### config.mk
export PLATFORM = sky130hd
export DESIGN_NAME = fsusp_arbiter
export DESIGN_NICKNAME = d
export VERILOG_FILES = /design/src/rtl/fsusp_pkg.sv /design/src/rtl/fsusp_budget.sv /design/src/rtl/fsusp_fsm.sv /design/src/rtl/fsusp_cmdout.sv /design/src/rtl/fsusp_arbiter.sv
export SDC_FILE = /design/constraint.sdc
export NUM_CORES = 1
export LEC_CHECK = 0
export BUFFER_PORTS_ARGS = -buffer_cell sky130_fd_sc_hd__buf_4
export CORE_UTILIZATION = 49
export DETAILED_ROUTE_END_ITERATION = 16
export PLACE_DENSITY = 0.79
export SLEW_MARGIN = 10
export SYNTH_ARGS = -nofsm -noshare
export SYNTH_HDL_FRONTEND = slang
export SYNTH_SLANG_ARGS = --single-unit
### constraint.sdc
create_clock -name clk -period 5.52 [get_ports clk]
set_input_delay 0.276 -clock clk [delete_from_list [all_inputs] [get_ports clk]]
set_output_delay 0.276 -clock clk [all_outputs]
set_load 0.02 [all_outputs]
### src/rtl/fsusp_pkg.sv
package fsusp_pkg;
  typedef enum logic [2:0] {
    OP_NONE   = 3'd0,
    OP_READ   = 3'd1,
    OP_ERASE  = 3'd2,
    OP_PROG   = 3'd3,
    OP_SUSP   = 3'd4,
    OP_RESUME = 3'd5
  } fop_e;

  typedef enum logic [2:0] {
    S_IDLE,
    S_PE_ACTIVE,
    S_SUSPENDING,
    S_READ_ACTIVE,
    S_RESUMING,
    S_SERIAL_WAIT
  } st_e;
endpackage

### src/rtl/fsusp_budget.sv
module fsusp_budget #(
  parameter int WIN_MAX     = 2,
  parameter int RESUME_HOLD = 8
) (
  input  logic clk,
  input  logic rst_n,
  input  logic win_clr,
  input  logic rd_inc,
  input  logic hold_ld,
  output logic win_full,
  output logic hold_busy
);
  localparam int CW = $clog2(WIN_MAX + 1);

  logic [CW-1:0] cnt_q, cnt_d;

  always_comb begin
    cnt_d = cnt_q;
    if (win_clr)     cnt_d = '0;
    else if (rd_inc) cnt_d = cnt_q + CW'(1);
  end

  always_ff @(posedge clk or negedge rst_n) begin
    if (!rst_n)                 cnt_q <= '0;
    else if (win_clr || rd_inc) cnt_q <= cnt_d;
  end

  assign win_full = (cnt_q >= CW'(WIN_MAX));

  AST_WINDOW_CAP: assert property (@(posedge clk) disable iff (!rst_n)
    (rd_inc && !win_clr) |-> (cnt_q < CW'(WIN_MAX)));

  generate
    if (RESUME_HOLD > 0) begin : g_hold
      localparam int HW = $clog2(RESUME_HOLD + 1);
      logic [HW-1:0] hold_q, hold_d;

      always_comb begin
        hold_d = hold_q;
        if (hold_ld)           hold_d = HW'(RESUME_HOLD);
        else if (hold_q != '0) hold_d = hold_q - HW'(1);
      end

      always_ff @(posedge clk or negedge rst_n) begin
        if (!rst_n)                        hold_q <= '0;
        else if (hold_ld || hold_q != '0) hold_q <= hold_d;
      end

      assign hold_busy = (hold_q != '0);

      AST_HOLD_BLOCKS: assert property (@(posedge clk) disable iff (!rst_n)
        win_clr |-> (hold_q == '0));
    end else begin : g_nohold
      assign hold_busy = 1'b0;
    end
  endgenerate
endmodule

### src/rtl/fsusp_fsm.sv
module fsusp_fsm
  import fsusp_pkg::*;
(
  input  logic clk,
  input  logic rst_n,
  input  logic cfg_auto_susp,
  input  logic rd_req,
  input  logic pe_req,
  input  logic pe_kind,
  input  logic fl_done,
  input  logic fl_busy,
  input  logic win_full,
  input  logic hold_busy,
  output logic cmd_go,
  output fop_e cmd_op,
  output logic gnt_rd,
  output logic gnt_pe,
  output logic fin_rd,
  output logic fin_pe,
  output logic win_clr,
  output logic rd_inc,
  output logic hold_ld
);
  st_e  st_q, st_d;
  logic susp_q, susp_d;

  always_comb begin
    st_d    = st_q;
    susp_d  = susp_q;
    cmd_go  = 1'b0;
    cmd_op  = OP_NONE;
    gnt_rd  = 1'b0;
    gnt_pe  = 1'b0;
    fin_rd  = 1'b0;
    fin_pe  = 1'b0;
    win_clr = 1'b0;
    rd_inc  = 1'b0;
    hold_ld = 1'b0;
    unique case (st_q)
      S_IDLE: begin
        if (rd_req) begin
          cmd_go = 1'b1; cmd_op = OP_READ; gnt_rd = 1'b1;
          susp_d = 1'b0; st_d = S_READ_ACTIVE;
        end else if (pe_req) begin
          cmd_go = 1'b1; cmd_op = pe_kind ? OP_PROG : OP_ERASE;
          gnt_pe = 1'b1; st_d = S_PE_ACTIVE;
        end
      end
      S_PE_ACTIVE: begin
        if (fl_done) begin
          fin_pe = 1'b1; st_d = S_IDLE;
        end else if (rd_req) begin
          if (cfg_auto_susp && fl_busy) begin
            if (!hold_busy) begin
              cmd_go = 1'b1; cmd_op = OP_SUSP; win_clr = 1'b1;
              st_d = S_SUSPENDING;
            end
          end else begin
            st_d = S_SERIAL_WAIT;
          end
        end
      end
      S_SUSPENDING: begin
        if (fl_done) begin
          cmd_go = 1'b1; cmd_op = OP_READ; gnt_rd = 1'b1; rd_inc = 1'b1;
          susp_d = 1'b1; st_d = S_READ_ACTIVE;
        end
      end
      S_READ_ACTIVE: begin
        if (fl_done) begin
          fin_rd = 1'b1;
          if (!susp_q) begin
            st_d = S_IDLE;
          end else if (rd_req && !win_full) begin
            cmd_go = 1'b1; cmd_op = OP_READ; gnt_rd = 1'b1; rd_inc = 1'b1;
          end else begin
            cmd_go = 1'b1; cmd_op = OP_RESUME; susp_d = 1'b0;
            st_d = S_RESUMING;
          end
        end
      end
      S_RESUMING: begin
        if (fl_done) begin
          hold_ld = 1'b1; st_d = S_PE_ACTIVE;
        end
      end
      S_SERIAL_WAIT: begin
        if (fl_done) begin
          fin_pe = 1'b1; st_d = S_IDLE;
        end
      end
      default: st_d = S_IDLE;
    endcase
  end

  always_ff @(posedge clk or negedge rst_n) begin
    if (!rst_n) begin
      st_q   <= S_IDLE;
      susp_q <= 1'b0;
    end else begin
      st_q   <= st_d;
      susp_q <= susp_d;
    end
  end

  AST_RESUME_FOLLOWS: assert property (@(posedge clk) disable iff (!rst_n)
    (st_q == S_RESUMING && fl_done) |=> (st_q == S_PE_ACTIVE));
endmodule

### src/rtl/fsusp_cmdout.sv
module fsusp_cmdout
  import fsusp_pkg::*;
#(
  parameter int AW = 24,
  parameter int DW = 32
) (
  input  logic          clk,
  input  logic          rst_n,
  input  logic          cmd_go,
  input  fop_e          cmd_op,
  input  logic          gnt_rd,
  input  logic          gnt_pe,
  input  logic          fin_rd,
  input  logic          fin_pe,
  input  logic [AW-1:0] rd_addr,
  input  logic [AW-1:0] pe_addr,
  input  logic [DW-1:0] pe_wdata,
  input  logic [DW-1:0] fl_rdata,
  output logic          fl_start,
  output logic [2:0]    fl_op,
  output logic [AW-1:0] fl_addr,
  output logic [DW-1:0] fl_wdata,
  output logic          rd_gnt,
  output logic          pe_gnt,
  output logic          rd_done,
  output logic [DW-1:0] rd_data,
  output logic          pe_done
);
  logic [AW-1:0] pa_q, pa_d, addr_d;
  logic [DW-1:0] wd_d;

  always_comb begin
    pa_d   = gnt_pe ? pe_addr : pa_q;
    addr_d = (cmd_op == OP_READ) ? rd_addr : pa_d;
    wd_d   = gnt_pe ? pe_wdata : fl_wdata;
  end

  always_ff @(posedge clk or negedge rst_n) begin
    if (!rst_n) begin
      fl_start <= 1'b0;
      rd_gnt   <= 1'b0;
      pe_gnt   <= 1'b0;
      rd_done  <= 1'b0;
      pe_done  <= 1'b0;
    end else begin
      fl_start <= cmd_go;
      rd_gnt   <= gnt_rd;
      pe_gnt   <= gnt_pe;
      rd_done  <= fin_rd;
      pe_done  <= fin_pe;
    end
  end

  always_ff @(posedge clk or negedge rst_n) begin
    if (!rst_n) begin
      fl_op   <= 3'd0;
      fl_addr <= '0;
      pa_q    <= '0;
    end else if (cmd_go) begin
      fl_op   <= cmd_op;
      fl_addr <= addr_d;
      pa_q    <= pa_d;
    end
  end

  always_ff @(posedge clk or negedge rst_n) begin
    if (!rst_n)      fl_wdata <= '0;
    else if (gnt_pe) fl_wdata <= wd_d;
  end

  always_ff @(posedge clk or negedge rst_n) begin
    if (!rst_n)      rd_data <= '0;
    else if (fin_rd) rd_data <= fl_rdata;
  end
endmodule

### src/rtl/fsusp_arbiter.sv
module fsusp_arbiter
  import fsusp_pkg::*;
#(
  parameter int AW          = 24,
  parameter int DW          = 32,
  parameter int WIN_MAX     = 2,
  parameter int RESUME_HOLD = 8
) (
  input  logic          clk,
  input  logic          rst_n,
  input  logic          cfg_auto_susp,
  input  logic          rd_req,
  input  logic [AW-1:0] rd_addr,
  output logic          rd_gnt,
  output logic          rd_done,
  output logic [DW-1:0] rd_data,
  input  logic          pe_req,
  input  logic          pe_kind,
  input  logic [AW-1:0] pe_addr,
  input  logic [DW-1:0] pe_wdata,
  output logic          pe_gnt,
  output logic          pe_done,
  output logic          fl_start,
  output logic [2:0]    fl_op,
  output logic [AW-1:0] fl_addr,
  output logic [DW-1:0] fl_wdata,
  input  logic          fl_done,
  input  logic          fl_busy,
  input  logic [DW-1:0] fl_rdata
);
  logic [1:0] rs_q;
  logic       rst_ni;

  always_ff @(posedge clk or negedge rst_n) begin
    if (!rst_n) rs_q <= 2'b00;
    else        rs_q <= {rs_q[0], 1'b1};
  end
  assign rst_ni = rs_q[1];

  logic cmd_go, gnt_rd, gnt_pe, fin_rd, fin_pe;
  logic win_clr, rd_inc, hold_ld, win_full, hold_busy;
  fop_e cmd_op;

  fsusp_fsm u_fsm (
    .clk(clk), .rst_n(rst_ni), .cfg_auto_susp(cfg_auto_susp),
    .rd_req(rd_req), .pe_req(pe_req), .pe_kind(pe_kind),
    .fl_done(fl_done), .fl_busy(fl_busy),
    .win_full(win_full), .hold_busy(hold_busy),
    .cmd_go(cmd_go), .cmd_op(cmd_op), .gnt_rd(gnt_rd), .gnt_pe(gnt_pe),
    .fin_rd(fin_rd), .fin_pe(fin_pe), .win_clr(win_clr), .rd_inc(rd_inc),
    .hold_ld(hold_ld)
  );

  fsusp_budget #(.WIN_MAX(WIN_MAX), .RESUME_HOLD(RESUME_HOLD)) u_budget (
    .clk(clk), .rst_n(rst_ni), .win_clr(win_clr), .rd_inc(rd_inc),
    .hold_ld(hold_ld), .win_full(win_full), .hold_busy(hold_busy)
  );

  fsusp_cmdout #(.AW(AW), .DW(DW)) u_cmd (
    .clk(clk), .rst_n(rst_ni), .cmd_go(cmd_go), .cmd_op(cmd_op),
    .gnt_rd(gnt_rd), .gnt_pe(gnt_pe), .fin_rd(fin_rd), .fin_pe(fin_pe),
    .rd_addr(rd_addr), .pe_addr(pe_addr), .pe_wdata(pe_wdata),
    .fl_rdata(fl_rdata), .fl_start(fl_start), .fl_op(fl_op),
    .fl_addr(fl_addr), .fl_wdata(fl_wdata), .rd_gnt(rd_gnt),
    .pe_gnt(pe_gnt), .rd_done(rd_done), .rd_data(rd_data), .pe_done(pe_done)
  );

  AST_NO_READ_WHILE_BUSY: assert property (@(posedge clk) disable iff (!rst_ni)
    (fl_start && fl_op == OP_READ) |-> !$past(fl_busy));
  AST_SUSP_NEEDS_BUSY: assert property (@(posedge clk) disable iff (!rst_ni)
    (fl_start && fl_op == OP_SUSP) |-> $past(fl_busy));
  AST_SUSP_NEEDS_CFG: assert property (@(posedge clk) disable iff (!rst_ni)
    (fl_start && fl_op == OP_SUSP) |-> $past(cfg_auto_susp));
  AST_PE_DONE_FROM_FLASH: assert property (@(posedge clk) disable iff (!rst_ni)
    pe_done |-> $past(fl_done));
  AST_RD_DONE_FROM_FLASH: assert property (@(posedge clk) disable iff (!rst_ni)
    rd_done |-> $past(fl_done));
  AST_GRANTS_EXCLUSIVE: assert property (@(posedge clk) disable iff (!rst_ni)
    !(rd_gnt && pe_gnt));
endmodule

# Yosys cells after proc, flatten, opt, wreduce, memory -nomap -nowiden
# Index checks and enable logic that the tools add are counted.
[classes] add_sub_neg=2 n_lt_le_gt_ge=1 eq_ne=15 muxes=57 reduce_logical=15
[ops] cell="$mux 3" count=21
[ops] cell="$mux 24" count=2
[ops] cell="$mux 1" count=24
[ops] cell="$pmux 3 s6" count=1
[ops] cell="$pmux 3 s4" count=1
[ops] cell="$ne 2x2->1 const B" count=5
[ops] cell="$ne 3x3->1 const B" count=3
[ops] cell="$mux 4" count=2
[ops] cell="$reduce_and 8->1" count=1
[ops] cell="$eq 3x1->1 const B" count=2
[ops] cell="$eq 3x2->1 const B" count=2
[ops] cell="$eq 3x3->1 const B" count=2
[ops] cell="$pmux 1 s3" count=2
[ops] cell="$mux 2" count=2
[ops] cell="$ne 4x4->1 const B" count=1
[ops] cell="$pmux 1 s4" count=1
[ops] cell="$reduce_and 2->1" count=2
[ops] cell="$reduce_and 4->1" count=1
[ops] cell="$reduce_bool 2->1" count=2
[ops] cell="$reduce_bool 4->1" count=1
[ops] cell="$sub 4x1->4 const B" count=1
[ops] cell="$logic_not 3->1" count=1
[ops] cell="$reduce_bool 3->1" count=1
[ops] cell="$add 2x1->2 const B" count=1
[ops] cell="other kinds (6)" count=8
[word_totals] ff_bits=132 inputBits=120 out_inout_bits=96 word_cells=105

# Depth between registers and ports, before layout
# Gate-level depths: netlist of run 1.
[depth] depth_word=9 ltp_mapped=8 depth_no_buf=6

# By module
# A second synthesis of run 1 with hierarchy kept.
[unflattened] hier_cells=417 hier_area_um2=5775.5
[modules_own_cells] mod="fsusp_cmdout" instances=1 cells_per_inst=331 area_each_um2=4938.5 seq_area_each_um2=3002.9
[modules_own_cells] mod="fsusp_fsm" instances=1 cells_per_inst=54 area_each_um2=469.2 seq_area_each_um2=100.1
[modules_own_cells] mod="fsusp_budget" instances=1 cells_per_inst=29 area_each_um2=314.1 seq_area_each_um2=150.1
[modules_own_cells] mod="fsusp_arbiter" instances=1 cells_per_inst=3 area_each_um2=53.8 seq_area_each_um2=50.0

# Worst setup path after synthesis of run 1
# Ideal clock, no wire load.
[synth_path] path_type="reg2reg" startpoint="reg u_budget.g_hold.hold_q[0]" endpoint="reg u_cmd.fl_addr[20]" setup_ps=125 arrival_ps=2008 required_time_ps=5395 path_slack_ps=3387 stages_incl_launch_ff=8 n_path_buf=1 synth_period_minus_slack_ps=2133 cell_sequence="dfrtp_1 -> inv_1 -> ha_1 -> nor3b_1 -> a21oi_2 -> o21ai_4 -> buf_6 -> mux2_2"
[synth_via] elab_cells_between_ends=13 cone_classes="eq/ne: 1; mux: 11; reduce/logical: 1"
[synth_rtl] element="start, declared" line="fsusp_budget.sv:36" text="logic [HW-1:0] hold_q, hold_d;"
[synth_rtl] element="start signal, assigned" line="fsusp_budget.sv:46" text="else if (hold_ld || hold_q != '0) hold_q <= hold_d;"
[synth_rtl] element="$reduce_bool 4->1" line="fsusp_budget.sv:49" text="assign hold_busy = (hold_q != '0);"
[synth_rtl] element="$mux 1" line="fsusp_fsm.sv:54" text="if (!hold_busy) begin"
[synth_rtl] element="$mux 1" line="fsusp_fsm.sv:53" text="if (cfg_auto_susp && fl_busy) begin"
[synth_rtl] element="$mux 1" line="fsusp_fsm.sv:52" text="end else if (rd_req) begin"
[synth_rtl] element="$mux 1" line="fsusp_fsm.sv:50" text="if (fl_done) begin"
[synth_rtl] element="$pmux 1 s4" line="fsusp_fsm.sv:39" text="unique case (st_q)"
[synth_rtl] element="named net cmd_go" line="fsusp_arbiter.sv:40" text="logic cmd_go, gnt_rd, gnt_pe, fin_rd, fin_pe;"
[synth_rtl] element="end signal, assigned" line="fsusp_cmdout.sv:61" text="fl_addr <= addr_d;"
[synth_rtl] element="end, declared" line="fsusp_cmdout.sv:21" text="output logic [AW-1:0] fl_addr,"
# The timed path passes the listed nets, and every way through them passes these cells.
# A chain may end at the register's enable or synchronous reset.

# Final worst setup path of run 1
[layout_path] startpoint="reg u_fsm.st_q[1]" endpoint="reg u_cmd.fl_addr[23]"
[layout_via] elab_chain_len=4 elab_cells_between_ends=10 cone_classes="eq/ne: 4; mux: 5; reduce/logical: 1"
[layout_rtl] element="start, declared" line="fsusp_fsm.sv:24" text="st_e st_q, st_d;"
[layout_rtl] element="start signal, assigned" line="fsusp_fsm.sv:101" text="st_q <= st_d;"
[layout_rtl] element="$eq 3x2->1 (tied with other cells)" line="fsusp_fsm.sv:39"
[layout_rtl] element="$pmux 3 s4 or $mux 1 (tied branches)" line="fsusp_fsm.sv:39"
[layout_rtl] element="$eq 3x1->1 or $mux 24 (tied branches)" line="fsusp_cmdout.sv:34, fsusp_cmdout.sv:33"
[layout_rtl] element="$mux 24" line="fsusp_cmdout.sv:34" text="addr_d = (cmd_op == OP_READ) ? rd_addr : pa_d;"
# Parallel ways exist; a longest one is shown, timed or not.

==> flow_metrics.py, run 1 <==
metrics = {
    "power_and_ir_drop": {
        "power_leakage_uw": 0.00435,
        "power_density_nw_per_um2": 654,
        "vdd_ir_drop_max_v": 0.000383,
        "pwr-share-seq_pct": 32.7,
        "p_clk_share_pct": 22.9,
        "sw_frac_of_total_pct": 35.1,
        "intPower_uw": 3430,
        "combPwrFrac_pct": 44.4,
        "p_switching_uw": 1850,
    },
    "finish": {
        "fillers": 803,
        "area_growth_pct": 40.0,
        "antenna_cells": 0,
        "layout-drive-gt1-share_pct": 45.5,
        "multi_input_area_um2": 2280,
        "ff_latch_area_um2": 3310,
        "final_cells": 868,
        "final_area_um2": 8070,
        "nNetsFinal": 833,
    },
    "synthesis": {
        "synth_edf_count": 0,
        "synth.distinct_cells": 48,
        "ys_ff_latch": 132,
        "netlist_instances": 500,
        "syn_area_um2": 5760,
        "synthFlopType": "dfrtp_1",
        "synthArstFlopShare_pct": 100,
        "ys_warn_count": 0,
        "synth_nets": 621,
        "synth.avg_cell_area_um2": 11.5,
        "yosysSeqAreaShare_pct": 57.3,
    },
    "clocking": {
        "clk_pin_slew_worst_paths_ps": 50,
        "cts_tree": "yes",
        "htreeDepth": 4,
        "root_buffer": "clkbuf_16",
        "cts.repair.resized": 0,
        "cts_sinks": 132,
        "cts-buffers-inserted": 17,
        "clk_latency_ps": 420,
        "clockBufferDepth": 2,
    },
    "global_route": {
        "overflow": 0,
        "grt_max_degree": 70,
        "track_usage_pct": 24.5,
        "grt_pass1_wl_um": 23200,
        "antenna_found_initial": 0,
        "grt_pass1_vias": 4559,
    },
    "place": {
        "portBuffers": 215,
        "gp_congestion": 0.798,
        "place_hpwl_um": 9620,
        "place_inst": 835,
        "post_dp_cell_area_um2": 7420,
    },
    "critical_path": {
        "path_max_fanout": 58,
        "cp.required_ps": 5820,
        "crit_type": "reg -> reg",
        "rr_worst_depth": 5,
        "worstSetupStartpointType": "flop",
        "endpoint_kind": "flop",
        "reg2reg_from": "u_fsm.st_q[1]",
        "arrival_ps": 3180,
        "cp-startpoint": "u_fsm.st_q[1]",
    },
    "die": {
        "die_area_um2": 12200,
        "die_h_um": 110,
        "die_w_um": 110,
        "io_pins": 216,
        "core-area_um2": 11400,
        "start_util_pct": 50.4,
        "rows": 39,
    },
    "hold_path": {
        "hold_path_startpoint": "fl_rdata[3]",
        "hold_depth": 3,
        "hp-class": "in -> reg",
    },
    "timing": {
        "rsz0062_at_grt": "false",
        "worstMarginPinSlew_ps": 1180,
        "fin_setup_tns_ps": 0,
        "worst_clock_skew_ps": 5.56,
        "slew_headroom_pct": 21.1,
        "fin_crit_ps": 2880,
        "max_freq_ghz": 0.348,
        "period_share_pct": 52.1,
        "report.final.setup_viol": 0,
        "finalHoldViolations": 0,
        "maxSlewViolCount": 0,
    },
    "route": {
        "wl_per_cell_um": 16.5,
        "routed_via_density": 5.04,
        "antenna_left": 0,
        "initialDrtViolationCount": 255,
        "drcViolationCount": 0,
        "num_vias": 4373,
        "firstDrtPassIters": 5,
        "routed_wirelength_um": 14300,
    },
    "status": {
        "status": "finished clean",
    },
    "job": {
        "drv_cap": 0,
    },
}
[routing by layer]
metal	routed length, um	share of wire [%]	track usage, %
met5	0	0	0
met4	290	2.0	9.96
met3	849	5.9	8.18
met2	7280	51	40.1
met1	5870	41	29.6
[flip-flops by register name, indices dropped and copies added (netlist names)]
| name | flops |
|---|---|
| u_cmd.rd_gnt | 1 |
| u_cmd.rd_data | 32 |
| u_cmd.rd_done | 1 |
| u_budget.cnt_q | 2 |
| u_cmd.fl_op | 3 |
| rs_q | 2 |
| u_cmd.fl_start | 1 |
| u_cmd.pe_done | 1 |
| u_cmd.fl_wdata | 32 |
| u_cmd.fl_addr | 24 |
| u_cmd.pa_q | 24 |
| u_budget.g_hold.hold_q | 4 |
| u_fsm.st_q | 3 |
| u_fsm.susp_q | 1 |
| u_cmd.pe_gnt | 1 |
[power groups by stage]
stage                     registers [uW]  logic, uW  clock network, uW
after floorplan                     2060       1200                  0
after global placement              1700       2270                  0
after detailed placement            1720       2340                  0
after CTS                           1730       2360               1230
after global routing                1770       2500               1270
final                               1730       2340               1210
[timing repair]
action,CTS,global route
hold buffers,1,0
hold endpoints to repair,2,0
setup buffers,0,0
[synth_stat cells, drive strengths merged, types with 2 or more instances]
cell | instances | area (um^2)
o21ai | 5 | 36.3
nand3b | 2 | 15.0
dfrtp | 132 | 3300
nand2b | 6 | 37.5
nor2 | 12 | 45.0
nor3 | 2 | 21.3
nand3 | 4 | 32.5
a211oi | 2 | 15.0
a211o | 2 | 17.5
buf | 11 | 105
mux2 | 72 | 1040
nor3b | 2 | 15.0
nand2 | 197 | 747
a21oi | 6 | 37.5
xnor2 | 2 | 17.5
clkbuf | 13 | 48.8
inv | 9 | 33.8
[worst paths after layout]
path | endpoint | slack, ps
worst max-delay path | u_cmd.fl_addr[23] | 2640
worst min-delay path | u_cmd.rd_data[3] | 50
worst max register to register | u_cmd.fl_addr[23] | 2640
worst min register to register | rs_q[1] | 350
max in group asynchronous | u_cmd.fl_start | 3770
min in group asynchronous | rs_q[0] | 200
[kinds of logic after synthesis]
family,Yosys count,synth area share [%]
compound gates,23,3.11
xor+xnor,3,0.456
fa+ha+maj,1,0.217
buf+inv,33,3.26
flops,132,57.3
mux,72,18.1
other cells,1,0.0651
simple gates,235,17.4
[area by class of cell]
| class | count | share of cell area, % |
|---|---|---|
| flip-flops and latches | 132 | 41.0 |
| multi-input cells | 335 | 28.2 |
| repair buffers | 217 | 20.2 |
| clock buffers | 23 | 6.05 |
| well taps | 143 | 2.22 |
| clock inverters | 9 | 1.85 |
| inverters | 9 | 0.419 |
[worst max-delay path, stage by stage, from the launching register on]
cell	delay, ps
dfrtp_1	580
nor3_4	320
nand3_4	710
mux2_1	610
mux2_2	260
mux2_2	250
[metrics by stage]
| stage | utilization (%) | hold slack, ps | setup slack (ps) | total power, uW |
|---|---|---|---|---|
| floorplan | - | -19.6 | 1570 | 3270 |
| global placement | 65.0 | 59.5 | 2720 | 3970 |
| detailed placement | 65.0 | 62.0 | 2650 | 4060 |
| CTS | 70.6 | 28.4 | 2640 | 5310 |
| global route | 70.6 | 34.8 | 2490 | 5550 |
| finish | 70.6 | 45.0 | 2640 | 5280 |
[placed cells by master (no fill, tap or decap), types with 2 or more instances in the layout]
| cell type | instances |
|---|---|
| mux2_4 | 62 |
| nand3b_1 | 2 |
| bufinv_16 | 4 |
| mux2_2 | 9 |
| xnor2_1 | 2 |
| clkbuf_16 | 17 |
| clkbuf_1 | 2 |
| a21oi_2 | 2 |
| nand2b_1 | 6 |
| nor2_1 | 12 |
| nand2_1 | 196 |
| a211o_1 | 2 |
| dfrtp_1 | 131 |
| nor3b_1 | 2 |
| o21ai_1 | 2 |
| inv_1 | 6 |
| clkinv_2 | 4 |
| nand3_1 | 3 |
| inv_2 | 3 |
| a21oi_1 | 4 |
| clkbuf_8 | 4 |
| a211oi_1 | 2 |
| buf_4 | 216 |
| o21ai_0 | 2 |
Power figures use the tool's default switching activity.
==> run 2, diff against run 1 <==
==> constraint.sdc (replaced) <==
create_clock -name clk -period 2.76 [get_ports clk]
set_input_delay 0.138 -clock clk [delete_from_list [all_inputs] [get_ports clk]]
set_output_delay 0.138 -clock clk [all_outputs]
set_load 0.02 [all_outputs]
==> run 2 against run 1 <==
- wire length increased by 37%
- design area increased by 12%
- global-route usage increased by 9.0 points
- fmax increased by 14%
- largest power group unchanged
- largest cell class unchanged
- sequential power increased by 100%
- clock power increased by 90%
- combinational power increased by 120%
- sequential share of layout area decreased by 4.3 points
- utilization increased by 8.3 points
==> flow_metrics.py, run 2 (same netlist as run 1, synthesis figures left out) <==
metrics = {
    "power_and_ir_drop": {
        "p_switching_uw": 4070,
        "p_clk_share_pct": 21.1,
        "power.total_uw": 10900,
        "pwr-share-seq_pct": 31.8,
        "power_density_nw_per_um2": 1210,
        "intPower_uw": 6840,
        "power_leakage_uw": 0.00475,
        "sw_frac_of_total_pct": 37.3,
        "combPwrFrac_pct": 47.2,
        "vdd_ir_drop_max_v": 0.000854,
    },
    "global_route": {
        "track_usage_pct": 33.4,
        "grt_pass1_vias": 5640,
        "antenna_found_initial": 2,
        "grt_max_degree": 52,
        "grt_pass1_wl_um": 31200,
        "overflow": 0,
    },
    "clocking": {
        "root_buffer": "clkbuf_16",
        "clk_latency_ps": 420,
        "cts_sinks": 132,
        "htreeDepth": 4,
        "cts_tree": "yes",
        "postCtsSetupBuffers": 0,
        "clockBufferDepth": 2,
        "clk_pin_slew_worst_paths_ps": 60,
        "cts.repair.resized": 0,
        "cts-buffers-inserted": 17,
        "holdBufCountCts": 89,
    },
    "finish": {
        "top_regs": "u_cmd.fl_wdata (32), u_cmd.rd_data (32)",
        "layout_common_cells": "buf_4 (227), nand2_1 (196), dfrtp_1 (131)",
        "fillers": 657,
        "final_common_cell": "buf_4",
        "nNetsFinal": 933,
        "area_growth_pct": 56.4,
        "fin_util_pct": 78.9,
        "layout-drive-gt1-share_pct": 41.2,
    },
    "die": {
        "die_area_um2": 12200,
        "die_w_um": 110,
        "rows": 39,
        "io_pins": 216,
        "core-area_um2": 11400,
        "start_util_pct": 50.4,
        "die_h_um": 110,
    },
    "route": {
        "wl_per_cell_um": 20.1,
        "initialDrtViolationCount": 416,
        "routed_via_density": 5.26,
        "antenna_left": 0,
        "firstDrtPassIters": 5,
        "routed_wirelength_um": 19500,
        "drcViolationCount": 0,
        "num_vias": 5101,
    },
    "timing": {
        "period_share_pct": 91.5,
        "fin_ws_ps": 235,
        "maxSlewViolCount": 0,
        "report.final.setup_viol": 0,
        "slew_headroom_pct": 51.3,
        "rsz0062_at_grt": "false",
        "max_freq_ghz": 0.396,
        "finalHoldViolations": 0,
        "worstMarginPinSlew_ps": 721,
        "fin_setup_tns_ps": 0,
        "fin_crit_ps": 2520,
        "worst_clock_skew_ps": 12.9,
    },
    "critical_path": {
        "cp.required_ps": 3120,
        "slowest_delay_ps": 490,
        "crit_path_frequent_cell": "nand2_1",
        "endpoint_kind": "flop",
        "crit_type": "reg -> reg",
        "path_max_fanout": 33,
        "arrival_ps": 2880,
        "crit_family": "simple AND/OR/NAND/NOR gates",
        "crit_buf_inv": 2,
        "worstSetupStartpointType": "flop",
        "cp_cell_sequence": "nor3_4 -> nand3_4 -> buf_4 -> inv_2 -> nand2_1 -> nand2_1",
        "cp_slowest_cell": "nand3_4",
    },
    "job": {
        "drv_cap": 0,
    },
    "status": {
        "status": "finished clean",
    },
    "place": {
        "gp_congestion": 0.853,
        "portBuffers": 215,
        "dpl_worst_slack_ps": 358,
        "place_hpwl_um": 10100,
    },
    "hold_path": {
        "hp-class": "in -> reg",
    },
}
[run 2: power by group through the flow]
stage | Sequential [uW] | Clock [uW] | Combinational [uW]
global route | 3550 | 2390 | 5430
finish | 3470 | 2300 | 5150
floorplan | 4130 | 0 | 2400
detailed placement | 3380 | 0 | 4860
CTS | 3380 | 2280 | 5010
global placement | 3340 | 0 | 4700
[run 2: worst paths after layout]
kind / start / end / slack, ps / cells past startpoint
min in group asynchronous: rst_n / rs_q[1] / 90 / 2
worst min-delay path: pe_kind / u_cmd.fl_op[0] / 20 / 3
max in group asynchronous: rs_q[1] / u_cmd.rd_data[26] / 1540 / 1
worst max-delay path: u_fsm.st_q[2] / u_cmd.fl_wdata[16] / 240 / 6
worst max register to register: u_fsm.st_q[2] / u_cmd.fl_wdata[16] / 240 / 6
worst min register to register: rs_q[0] / rs_q[1] / 360 / 0
[run 2: through the flow]
| stage | hold WS (ps) | cells | area (um^2) |
|---|---|---|---|
| 6_report | 20.5 | 970 | 9010 |
| 3_3_place_gp | -80.1 | 847 | 7520 |
| 2_1_floorplan | -158 | 500 | 5760 |
| 3_5_place_dp | -78.7 | 847 | 7520 |
| 5_1_grt | 25.0 | 970 | 9010 |
| 4_1_cts | 5.61 | 968 | 9000 |
[run 2: area by class of cell]
cell class / instances / area [um^2] / area share, %
diodes: 2 / 5.00 / 0.0555
clock buffers: 25 / 495 / 5.50
clock inverters: 7 / 97.6 / 1.08
inverters: 9 / 33.8 / 0.375
multi-input cells: 335 / 2280 / 25.3
flip-flops and latches: 132 / 3310 / 36.7
well taps: 143 / 179 / 1.99
repair buffers: 317 / 2620 / 29.0
[run 2: worst reg2reg max path: stages, from the launching register on]
cell	delay [ps]
dfrtp_1	400
nor3_4	290
nand3_4	500
buf_4	460
inv_2	500
nand2_1	200
nand2_1	110
[run 2: layer usage]
metal	part of all wire, %	track usage (%)	up-vias	wire [um]
met5	0	0	-	0
met2	53	57.7	281	10300
li1	-	-	2250	-
met4	3.7	16.8	0	718
met3	6.8	9.28	58	1320
met1	37	37.9	2512	7180
